<file path="src/rtl/ramp_timer_pkg.sv">
package ramp_timer_pkg;
  typedef struct packed {
    logic loadCfg;   // copy configuration inputs into shadows
    logic restart;   // count to low bound, prescaler cleared, direction up
    logic countEn;   // a trigger pulse is accepted this cycle
  } ctlStrobe_t;
endpackage

</file>
<file path="src/rtl/ramp_timer_ctrl.sv">
module ramp_timer_ctrl
  import ramp_timer_pkg::*;
(
  input  logic       clk,
  input  logic       rstN,
  input  logic       evtIn,
  input  logic       cmdStart,
  input  logic       cmdStop,
  input  logic       cmdUpdate,
  input  logic       cmdReset,
  output ctlStrobe_t strobe,
  output logic       active
);
  logic firstStart;
  logic resetHit;

  assign firstStart = cmdStart && !active && !cmdStop;
  assign resetHit   = cmdReset && active;

  always_comb begin
    strobe.restart = firstStart || resetHit;
    strobe.loadCfg = firstStart || resetHit || (active && cmdUpdate);
    strobe.countEn = active && evtIn && !cmdReset;
  end

  always_ff @(posedge clk or negedge rstN) begin
    if (!rstN)           active <= 1'b0;
    else if (cmdStop)    active <= 1'b0;
    else if (firstStart) active <= 1'b1;
  end

  AST_STOP_IDLES: assert property (@(posedge clk) disable iff (!rstN)
    cmdStop |=> !active);

  AST_START_ARMS: assert property (@(posedge clk) disable iff (!rstN)
    (cmdStart && !cmdStop) |=> active);
endmodule

</file>
<file path="src/rtl/ramp_timer_dp.sv">
module ramp_timer_dp
  import ramp_timer_pkg::*;
#(
  parameter int CNT_W = 16,
  parameter int PSC_W = 8
) (
  input  logic             clk,
  input  logic             rstN,
  input  ctlStrobe_t       strobe,
  input  logic [PSC_W-1:0] cfgPresc,
  input  logic [CNT_W-1:0] cfgLow,
  input  logic [CNT_W-1:0] cfgHigh,
  input  logic             cfgSaw,
  output logic [CNT_W-1:0] countOut,
  output logic             stepEvt,
  output logic             endEvt
);
  localparam logic [CNT_W-1:0] ONE  = CNT_W'(1);
  localparam logic [PSC_W-1:0] PONE = PSC_W'(1);

  logic [PSC_W-1:0] pscShadow, pscCnt;
  logic [CNT_W-1:0] lowShadow, highShadow, count, nextCount;
  logic             sawShadow, dirDown, nextDir, atEnd, tick;

  assign tick     = strobe.countEn && (pscCnt >= pscShadow);
  assign countOut = count;

  always_comb begin
    nextCount = count;
    nextDir   = dirDown;
    atEnd     = 1'b0;
    if (sawShadow) begin
      if (count >= highShadow) atEnd = 1'b1;
      else                     nextCount = count + ONE;
    end else if (!dirDown) begin
      if (count >= highShadow) begin
        if (highShadow <= lowShadow) atEnd = 1'b1;
        else begin
          nextCount = count - ONE;
          nextDir   = 1'b1;
          if (count - ONE <= lowShadow) atEnd = 1'b1;
        end
      end else nextCount = count + ONE;
    end else begin
      if (count <= lowShadow + ONE) atEnd = 1'b1;
      else                          nextCount = count - ONE;
    end
  end

  always_ff @(posedge clk or negedge rstN) begin
    if (!rstN) begin
      pscShadow  <= '0;
      lowShadow  <= '0;
      highShadow <= '0;
      sawShadow  <= 1'b0;
    end else if (strobe.loadCfg || (tick && atEnd)) begin
      pscShadow  <= cfgPresc;
      lowShadow  <= cfgLow;
      highShadow <= cfgHigh;
      sawShadow  <= cfgSaw;
    end
  end

  always_ff @(posedge clk or negedge rstN) begin
    if (!rstN) begin
      count   <= '0;
      dirDown <= 1'b0;
      pscCnt  <= '0;
      stepEvt <= 1'b0;
      endEvt  <= 1'b0;
    end else if (strobe.restart) begin
      count   <= cfgLow;
      dirDown <= 1'b0;
      pscCnt  <= '0;
      stepEvt <= 1'b0;
      endEvt  <= 1'b0;
    end else begin
      stepEvt <= tick;
      endEvt  <= tick && atEnd;
      if (strobe.countEn) pscCnt <= tick ? '0 : pscCnt + PONE;
      if (tick) begin
        if (atEnd) begin
          count   <= cfgLow;
          dirDown <= 1'b0;
        end else begin
          count   <= nextCount;
          dirDown <= nextDir;
        end
      end
    end
  end

  AST_END_AT_LOW: assert property (@(posedge clk) disable iff (!rstN)
    endEvt |-> (count == lowShadow));

  AST_END_WITH_STEP: assert property (@(posedge clk) disable iff (!rstN)
    endEvt |-> stepEvt);

  AST_STEP_UNIT: assert property (@(posedge clk) disable iff (!rstN)
    (stepEvt && !endEvt) |->
      (count == $past(count) + ONE || count == $past(count) - ONE));

  AST_STEP_NEEDS_TRIGGER: assert property (@(posedge clk) disable iff (!rstN)
    stepEvt |-> $past(strobe.countEn));

  AST_QUIET_HOLDS: assert property (@(posedge clk) disable iff (!rstN)
    (!$past(strobe.countEn) && !$past(strobe.restart)) |-> $stable(count));
endmodule

</file>
<file path="src/rtl/ramp_timer.sv">
module ramp_timer
  import ramp_timer_pkg::*;
#(
  parameter int CNT_W = 16,
  parameter int PSC_W = 8
) (
  input  logic             clk,
  input  logic             rstN,
  input  logic             evtIn,
  input  logic             cmdStart,
  input  logic             cmdStop,
  input  logic             cmdUpdate,
  input  logic             cmdReset,
  input  logic [PSC_W-1:0] cfgPresc,
  input  logic [CNT_W-1:0] cfgLow,
  input  logic [CNT_W-1:0] cfgHigh,
  input  logic             cfgSaw,
  output logic [CNT_W-1:0] countOut,
  output logic             stepEvt,
  output logic             endEvt
);
  ctlStrobe_t strobe;
  logic       active;

  ramp_timer_ctrl u_ctrl (
    .clk(clk), .rstN(rstN), .evtIn(evtIn),
    .cmdStart(cmdStart), .cmdStop(cmdStop),
    .cmdUpdate(cmdUpdate), .cmdReset(cmdReset),
    .strobe(strobe), .active(active)
  );

  ramp_timer_dp #(.CNT_W(CNT_W), .PSC_W(PSC_W)) u_dp (
    .clk(clk), .rstN(rstN), .strobe(strobe),
    .cfgPresc(cfgPresc), .cfgLow(cfgLow), .cfgHigh(cfgHigh), .cfgSaw(cfgSaw),
    .countOut(countOut), .stepEvt(stepEvt), .endEvt(endEvt)
  );

  AST_IDLE_NO_STEP: assert property (@(posedge clk) disable iff (!rstN)
    !$past(active) |-> !stepEvt);
endmodule

</file>
<file path="config.mk">
export PLATFORM = sky130hd
export DESIGN_NAME = ramp_timer
export DESIGN_NICKNAME = d
export VERILOG_FILES = /design/src/rtl/ramp_timer_pkg.sv /design/src/rtl/ramp_timer_ctrl.sv /design/src/rtl/ramp_timer_dp.sv /design/src/rtl/ramp_timer.sv
export SDC_FILE = /design/constraint.sdc
export NUM_CORES = 1
export LEC_CHECK = 0
export CAP_MARGIN = 20
export CORE_MARGIN = 2
export CORE_UTILIZATION = 50
export CTS_BUF_LIST = sky130_fd_sc_hd__clkbuf_4
export DETAILED_ROUTE_END_ITERATION = 7
export PLACE_DENSITY = 0.73
export SETUP_SLACK_MARGIN = 0.02
export SYNTH_ARGS = -nofsm -noshare
export SYNTH_HDL_FRONTEND = slang
export SYNTH_SLANG_ARGS = --single-unit
</file>
<file path="constraint.sdc">
create_clock -name clk -period 5.9 [get_ports clk]
set_input_delay 1.18 -clock clk [delete_from_list [all_inputs] [get_ports clk]]
set_output_delay 1.18 -clock clk [all_outputs]
set_load 0.02 [all_outputs]
</file>
[After elaboration in Yosys (flattened, before gate mapping)]
Index checks and enable logic that the tools add are counted.
Storage, ports and cells
  flip-flop bits (word level): 69
  input bits: 48
  output and inout bits: 18
  logic and storage cells: 72
Cells by class
  add/sub/neg operators: 4
  $lt $le $gt $ge: 5
  eq/ne operators: 4
  muxes and demuxes: 30
  reduce and logical (&&, ||, !) cells: 19
Operator list (count)
  16-bit two-way mux: 9
  16-bit <= comparator: 3
  16-bit by 1-bit adder with 16-bit output, second input constant: 2
  8-bit two-way mux: 3
  1-bit two-way mux: 18
  16-bit greater-or-equal comparator: 1
  16-bit by 1-bit subtractor with 16-bit output, second input constant: 1
  8-bit by 1-bit adder with 8-bit output, second input constant: 1
  8-bit greater-or-equal comparator: 1
  1-bit logical AND: 8
  2-bit nonzero test: 3
  5-bit by 3-bit != test with 1-bit output, second input constant: 1
  5-bit by 4-bit != test with 1-bit output, second input constant: 1
  4-bit != test, second input constant: 1
  4-bit AND reduction: 1
  1-bit logical NOT: 3
  1-bit logical OR: 3
  3-bit != test, second input constant: 1
  2-bit AND reduction: 1

[Logic depth before layout (Yosys ltp)]
Gate-level depths: netlist of the first run.
  depth in word-level cells: 10
  mapped depth: 18

[By module]
From an unflattened synthesis of the first run, not the netlist that was laid out.
Unflattened totals
  cells, all modules: 598
  area total of the unflattened synthesis: 5828.1 um^2
By module, submodules not included
  ramp_timer_dp: times used 1, cells each 589, area an instance 5755.5 um^2, sequential area each 1701.6 um^2
  ramp_timer_ctrl: times used 1, cells each 9, area an instance 72.6 um^2, sequential area each 25.0 um^2

[Least setup slack after synthesis of the first run]
OpenSTA, ideal clock, no wires.
  kind: reg2reg
  start point: register u_dp.count[5] (netlist: u_dp.countOut[5])
  end point: register u_dp.count[5] (netlist: u_dp.countOut[5])
  arrival time: 4.596 ns
  path slack: 1.180 ns
  stages on the path, launching flop included: 17
  path buffers: 2
  period minus slack after synthesis: 4.720 ns
  cells stage by stage: dfrtp_1 > nor4_4 > nand3b_2 > or4_4 > or3_4 > or3_4 > xnor2_1 > ha_1 > nand4_1 > a2111o_1 > o211a_1 > o311a_1 > nor3_1 > buf_2 > clkbuf_1 > o2bb2ai_1 > a211o_1
Between the ends
  word-level cells in the longest chain between the ends: 10
  elaborated cells between the ends (all ways): 25
  classes of those cells: add/sub: 2; order compare: 3; eq/ne: 3; mux: 16; reduce/logical: 1
RTL lines
  start: declaration: line ramp_timer_dp.sv:22  | logic [CNT_W-1:0] lowShadow, highShadow, count, nextCount;
  start signal: assignment: line ramp_timer_dp.sv:72  | count <= cfgLow;
  start signal: assignment: line ramp_timer_dp.sv:83  | count <= cfgLow;
  start signal: assignment: line ramp_timer_dp.sv:86  | count <= nextCount;
  parallel branches: the longest is 10 deep, another holds 16-bit by 1-bit subtractor with 16-bit output
Parallel ways; which one is timed is not known. The select of a mux whose other input is x is not followed.
A chain may end at the register's enable or synchronous reset.

[Worst setup path in the final report of the first run]
  start point: register u_dp.count[0] (netlist: u_dp.countOut[0])
  end point: register u_dp.lowShadow[7]
Between the ends
  word-level cells in the longest chain between the ends: 9
  elaborated cells between the ends (all ways): 13
  classes of those cells: add/sub: 1; order compare: 3; mux: 7; reduce/logical: 2
RTL lines
  16-bit by 1-bit subtractor with 16-bit output: line ramp_timer_dp.sv:41  | if (count - ONE <= lowShadow) atEnd = 1'b1;
  16-bit <= comparator: line ramp_timer_dp.sv:41
  1-bit two-way mux: line ramp_timer_dp.sv:41
  1-bit two-way mux: line ramp_timer_dp.sv:37  | if (highShadow <= lowShadow) atEnd = 1'b1;
  1-bit two-way mux: line ramp_timer_dp.sv:36  | if (count >= highShadow) begin
  1-bit two-way mux: line ramp_timer_dp.sv:35  | end else if (!dirDown) begin
  1-bit two-way mux *: line ramp_timer_dp.sv:32  | if (sawShadow) begin
  1-bit logical AND *: line ramp_timer_dp.sv:56  | end else if (strobe.loadCfg || (tick && atEnd)) begin
  1-bit logical OR *: line ramp_timer_dp.sv:56
  end signal: assignment: line ramp_timer_dp.sv:58  | lowShadow <= cfgLow;
  end: declaration: line ramp_timer_dp.sv:22
Mark *: on every way between the ends. The rest lies on a longest branch, timed or not.

==> results of run 1 <==
metal layers:
| metal | GRT usage [%] | wire length, microns | up-vias |
|---|---|---|---|
| met1 | 33.2 | 6530 | 2244 |
| met3 | 6.87 | 1010 | 17 |
| li1 | - | - | 2245 |
| met4 | 8.50 | 236 | 0 |
| met5 | 0 | 0 | - |
| met2 | 42.9 | 6790 | 134 |
layout make-up:
class,count,area share (%)
tap,140,2.68
clock buffer,10,1.15
timing repair buffer,76,11.3
inverter,51,2.93
clock inverter,6,1.55
sequential,69,26.4
multi-input combinational,439,54.0
critical path, stage by stage, from the launching register on:
cell,delay (ns)
dfrtp_1,0.50
inv_1,0.21
ha_1,0.31
nand3b_2,0.14
or4_4,0.46
or3_4,0.36
or3_4,0.34
xnor2_1,0.14
ha_1,0.33
nand4_1,0.20
a2111o_1,0.43
o211a_1,0.13
o311a_1,0.32
o21a_1,0.19
nand2b_2,0.42
buf_12,0.29
mux2_2,0.28
kinds of logic (layout without fill, tap and decap cells):
group,Yosys count,in the layout,share of synthesized area [%]
and+or+nand+nor,174,174,16.8
AOI/OAI and AO/OA,93,93,12.0
adders and majority gates,76,76,17.2
buffers and inverters,75,143,5.15
DFF,69,69,31.2
muxes,58,58,11.7
xor gates and xnor gates,38,38,6.01
metrics by stage:
step                      total power, W  utilization [%]
after global routing             0.00286             60.4
after floorplan                  0.00175                -
after detailed placement         0.00225             58.7
final                            0.00264             60.4
after global placement           0.00219             58.7
after CTS                        0.00264             60.4
sequential cells by signal, summed over array words and instances, names as in the netlist:
register	flops
u_dp.countOut	16
u_dp.stepEvt	1
u_dp.endEvt	1
u_dp.dirDown	1
u_dp.pscCnt	8
u_ctrl.active	1
u_dp.pscShadow	8
u_dp.sawShadow	1
u_dp.lowShadow	16
u_dp.highShadow	16
cells in the final DEF, fill, tap and decap left out, drive strengths merged, types with 12 or more instances in the layout:
cell and instances:
nand4 18, a21oi 26, xnor2 23, nand3 23
nor3 19, nor2 24, dfrtp 69, xor2 15
buf 12, ha 76, inv 51, mux2 50
clkdlybuf4s50 64, nand2 38, and3 18
power by group through the flow:
stage | clock network [W] | logic (W) | registers (W)
final | 0.000389 | 0.00147 | 0.000783
after global routing | 0.000420 | 0.00164 | 0.000801
after CTS | 0.000400 | 0.00146 | 0.000780
after detailed placement | 0 | 0.00146 | 0.000790
after global placement | 0 | 0.00141 | 0.000781
after floorplan | 0 | 0.000986 | 0.000764
final timing paths:
| kind | start | cells after the start | end | slack, ns |
|---|---|---|---|---|
| setup reg to reg | u_dp.countOut[0] | 16 | u_dp.lowShadow[7] | 0.74 |
| setup / recovery | u_dp.countOut[0] | 16 | u_dp.lowShadow[7] | 0.74 |
| max in group asynchronous | rstN | 2 | u_dp.highShadow[12] | 4.36 |
| min in group asynchronous | rstN | 2 | u_dp.highShadow[2] | 0.91 |
| hold reg to reg | u_dp.pscShadow[4] | 1 | u_dp.pscShadow[4] | 0.52 |
| hold / removal | u_dp.pscShadow[4] | 1 | u_dp.pscShadow[4] | 0.52 |
==> impl_results.md, run 1 <==
* Setup TNS at 0 ns
* Multi-input logic area at 3530 sq um
* Drt wl/cell at 18.4 microns
* Dpl hpwl at 11.3 mm
* Clock network power share at 14.7%
* I/O Pins at 66
* Net total in the final layout at 770
* Clock Sink Count at 69
* Worst slew pin tran at 0.970 ns
* Top cell type by total area after synthesis: dfrtp_1
* Crit Path Class: reg2reg
* Syn avg cell area at 9.50 sq um
* Vias in the first global route at 4799
* Core ar. at 10800 sq um
* Fin crit period at 5.16 ns
* Part of the Yosys area used for sequential elements at 31.2%
* Initial antenna violation count at 0
* Place WS at 0.783 ns
* Status: finished clean
* Min-delay worst type: reg2reg
* Synth Instances at 583
* Sw Ratio at 43.9%
* Synth top area cells: dfrtp_1 (31%), ha_1 (17%), mux2_2 (10%)
* Filler Cell Count at 959
* EDFF count, synth at 0
* Count leader, synth: ha_1
* DR vias/cell at 5.87
* Total gr overflow at 0
* Syn Nets at 707
* Maximum vdd ir drop at 0.000157 V
* Initial Util at 51.1%
* Worst relative slew slack at 35.3%
* Max Cap Violations at 0
* Clk root buf: clkbuf_4
* Switch Pwr at 0.00116 W
* Ys Warns at 0
* Postcts setup bufs at 0
* Die Height at 109 microns
* Largest net degree at the start of global routing at 70
* Netlist cell types at 56
* Register area at 1730 sq um
* Top FF cell, synth: dfrtp_1
* Yosys reg bits at 69
* PortBufs at 65
* Post-cts hold buffer count at 0
* Worst-path clk slew at 0.11 ns
* Int Power at 0.00148 W
* First-pass GRT wire length at 23.6 mm
* Count of final setup violators at 0
* Iter 0 DRT Violations at 194
* Max Clock Skew at 0.0244 ns
* Worst hold slack at 0.522 ns
* Layout cells sized above 1 at 13.2%
* CP endpoint kind: register
* H-tree depth at 3
* Gate power share at 55.6%
* Worst Path Max Fanout at 23
* Routed Antenna Nets at 0
* Final cycle utilization of the critical path at 87.4%
* Area delta synth->final at 18.2%
* Setup WS post-layout at 0.741 ns
* Skew-Pair Late Insertion Delay at 0.47 ns
* Non-Filler Instances at 791
* Gr usage total at 26.0%
* CP required at 6.25 ns
* Startpoint types: register
* Most frequent cells after synthesis: ha_1 (76), dfrtp_1 (69), inv_1 (51)
* Yosys top cell area share at 31.2%
* DR vias at 4640
* Row cnt at 38
* Part of the power in registers at 29.6%
* Post-synth ARST share at 100%
* TritonRoute pass-1 iters at 4
* Routability cong. at 0.904
* TritonCTS clock tree: done
* Placed cell areas at 6370 sq um
* Unrepaired setup endpoints after global routing: false
* Pwr Density at 404 nW/um^2
* Max-slew violations at 0
* Num CTS Buffers at 9
* Fmax achieved at 0.194 GHz
* DRT Wirelength at 14.6 mm
* Lkg Pwr at 2.99 nW
* Dpl cells at 775
* Ant diodes at 0
* Fin area at 6540 sq um
* Crit path DAT at 5.51 ns
* Chip width at 109 microns
* Cell area after synthesis at 5540 sq um
* Number of remaining DRC errors at 0
* DIE AREA at 11900 sq um
* Fin. Hold Viols at 0
* Post-CTS sizing at 0
* Deepest clock path buffer count at 2
No activity file was read; power rests on OpenSTA's default activity.
==> inputs of run 2 (changes only) <==
==> constraint.sdc (replaced) <==
create_clock -name clk -period 5.9 [get_ports clk]
set_input_delay 1.475 -clock clk [delete_from_list [all_inputs] [get_ports clk]]
set_output_delay 1.475 -clock clk [all_outputs]
set_load 0.02 [all_outputs]
==> run 2 against run 1 <==
Effect of this change:
- worst hold slack worse by 0.0036 ns
- sequential power fell by 0.8%
- die area stayed put
==> impl_results.md, run 2 (same netlist as run 1, synthesis figures left out) <==
* Status: finished clean
* Initial Util at 51.1%
* Dpl cells at 775
* Area delta synth->final at 17.7%
* Clock network power share at 13.4%
* Hold endpoint: u_dp.lowShadow[9]
* M1 WL at 6.47 mm
* Initial antenna violation count at 0
* Maximum vdd ir drop at 0.000208 V
* Fin area at 6520 sq um
* Deepest clock path buffer count at 2
* Skew-Pair Late Insertion Delay at 0.46 ns
* Commonest cells after routing, fill and taps aside: ha_1 (76), dfrtp_1 (69), clkdlybuf4s50_1 (64)
* H-tree depth at 3
* Total gr overflow at 0
* Delay of the slowest critical-path stage at 0.50 ns
* Max Clock Skew at 0.0254 ns
* Clock Sink Count at 69
* Worst Path Max Fanout at 23
* TritonCTS clock tree: done
* Worst slew pin tran at 1.01 ns
* Critical path buffer and inverter count at 2
* Top delay family on crit path: simple AND/OR/NAND/NOR gates
* DRT Wirelength at 14.5 mm
* Place WS at 0.783 ns
* Post-cts hold buffer count at 0
* CP required at 6.25 ns
* Metal2 WL at 6.66 mm
* DR vias/cell at 5.92
* Ant diodes at 0
* Core ar. at 10800 sq um
* Drt wl/cell at 18.3 microns
* Reg2reg path depth at 16
* Worst-path clk slew at 0.12 ns
* Max layer used: met4
* Max Cap Violations at 0
* First-pass GRT wire length at 23.7 mm
* Register area at 1730 sq um
* Startpoint types: register
* Multi-input logic area at 3530 sq um
* Postcts setup bufs at 0
* Die Height at 109 microns
* Number of remaining DRC errors at 0
* DIE AREA at 11900 sq um
* Int Power at 0.00144 W
* Worst r2r dst: u_dp.lowShadow[3]
* Non-Filler Instances at 790
* Setup TNS at 0 ns
* Critical path, cell by cell: inv_1 > ha_1 > nand3b_2 > or4_4 > or3_4 > or3_4 > xnor2_1 > ha_1 > nand4_1 > a2111o_1 > o211a_1 > o311a_1 > o21a_1 > nand2b_2 > buf_12 > mux2_2
* Part of the power in registers at 30.0%
* HP Start: u_dp.lowShadow[9]
* Clk root buf: clkbuf_4
* Gate power share at 56.6%
* Worst relative slew slack at 32.5%
* Met3 wire len at 1.14 mm
* Min-delay worst type: reg2reg
* Net total in the final layout at 770
* Post-CTS sizing at 0
* Routability cong. at 0.902
* Placed cell areas at 6370 sq um
* Row cnt at 38
* Gr usage total at 25.9%
* Final cycle utilization of the critical path at 87.2%
* Sw Ratio at 44.6%
* TritonRoute pass-1 iters at 5
* Unrepaired setup endpoints after global routing: false
* Critical-path top delay cell: dfrtp_1
* Lkg Pwr at 2.97 nW
* Crit path DAT at 5.49 ns
* Setup WS post-layout at 0.755 ns
* Fin crit period at 5.15 ns
* Routed Antenna Nets at 0
* Worst reg2reg setup slack at 0.76 ns
* Switch Pwr at 0.00116 W
* Pwr Density at 398 nW/um^2
* Crit Path Class: reg2reg
* Commonest non-fill, non-tap cell in the layout: ha_1
* Largest net degree at the start of global routing at 70
* Fmax achieved at 0.194 GHz
* Dpl hpwl at 11.2 mm
* PortBufs at 65
* I/O Pins at 66
* Fin. Hold Viols at 0
* Iter 0 DRT Violations at 346
* Layout cells sized above 1 at 13.4%
* Filler Cell Count at 925
* Count of final setup violators at 0
* Chip width at 109 microns
* Num CTS Buffers at 9
* Final total power at 0.00259 W
* Vias in the first global route at 4705
* CP endpoint kind: register
* Max-slew violations at 0
* FF-to-FF Start: u_dp.countOut[0]
* DR vias at 4675
* Hold depth at 1
run 2: changes by cell type in the layout (fill, tap and decap cells not counted):
cell / delta
clkinv_2: +1
clkinv_1: -2
clkinvlp_4: +1
bufinv_16: -1
run 2: worst max-delay path by stage:
stage                                 from            endpoint  slack (ns)  depth (start not counted)
after CTS                 u_dp.countOut[0]   u_dp.lowShadow[3]        0.76                         16
after detailed placement  u_dp.countOut[5]  u_dp.highShadow[7]        0.78                         15
after floorplan           u_dp.countOut[5]    u_dp.countOut[5]        1.18                         16
after global routing      u_dp.countOut[0]   u_dp.lowShadow[7]        0.56                         16
after global placement    u_dp.countOut[4]   u_dp.lowShadow[7]        0.94                         15
final                     u_dp.countOut[0]   u_dp.lowShadow[3]        0.76                         16
run 2: power groups by stage:
stage                     Clock (W)  Sequential (W)  Combinational (W)
after global placement            0        0.000781            0.00141
after CTS                  0.000359        0.000776            0.00146
after global routing       0.000382        0.000799            0.00163
final                      0.000348        0.000777            0.00147
after detailed placement          0        0.000785            0.00146
after floorplan                   0        0.000764           0.000986
run 2: through the flow:
| step | util [%] | hold slack [ns] |
|---|---|---|
| 5_1_grt | 60.1 | 0.528 |
| 3_3_place_gp | 58.7 | 0.492 |
| 3_5_place_dp | 58.7 | 0.501 |
| 4_1_cts | 60.1 | 0.524 |
| 2_1_floorplan | - | 0.481 |
| 6_report | 60.1 | 0.519 |
run 2: per-layer routing:
layer	track usage (%)	vias to the layer above
met5	0	-
met4	6.33	0
met3	6.99	16
met2	41.1	158
met1	35.2	2257
li1	-	2244
run 2: worst register-to-register path, stage by stage, from the launching register on:
cell and delay (ns):
dfrtp_1 0.50, inv_1 0.19, ha_1 0.30, nand3b_2 0.14, or4_4 0.46, or3_4 0.36
or3_4 0.34, xnor2_1 0.14, ha_1 0.33, nand4_1 0.19, a2111o_1 0.42, o211a_1 0.12
o311a_1 0.32, o21a_1 0.19, nand2b_2 0.43, buf_12 0.30, mux2_2 0.31
run 2: area by class of cell:
| class | instances | share of cell area (%) |
|---|---|---|
| Clock buffer | 10 | 1.15 |
| Clock inverter | 5 | 1.17 |
| Inverter | 51 | 2.94 |
| Multi-Input combinational cell | 439 | 54.2 |
| Sequential cell | 69 | 26.5 |
| Tap cell | 140 | 2.69 |
| Timing Repair Buffer | 76 | 11.4 |
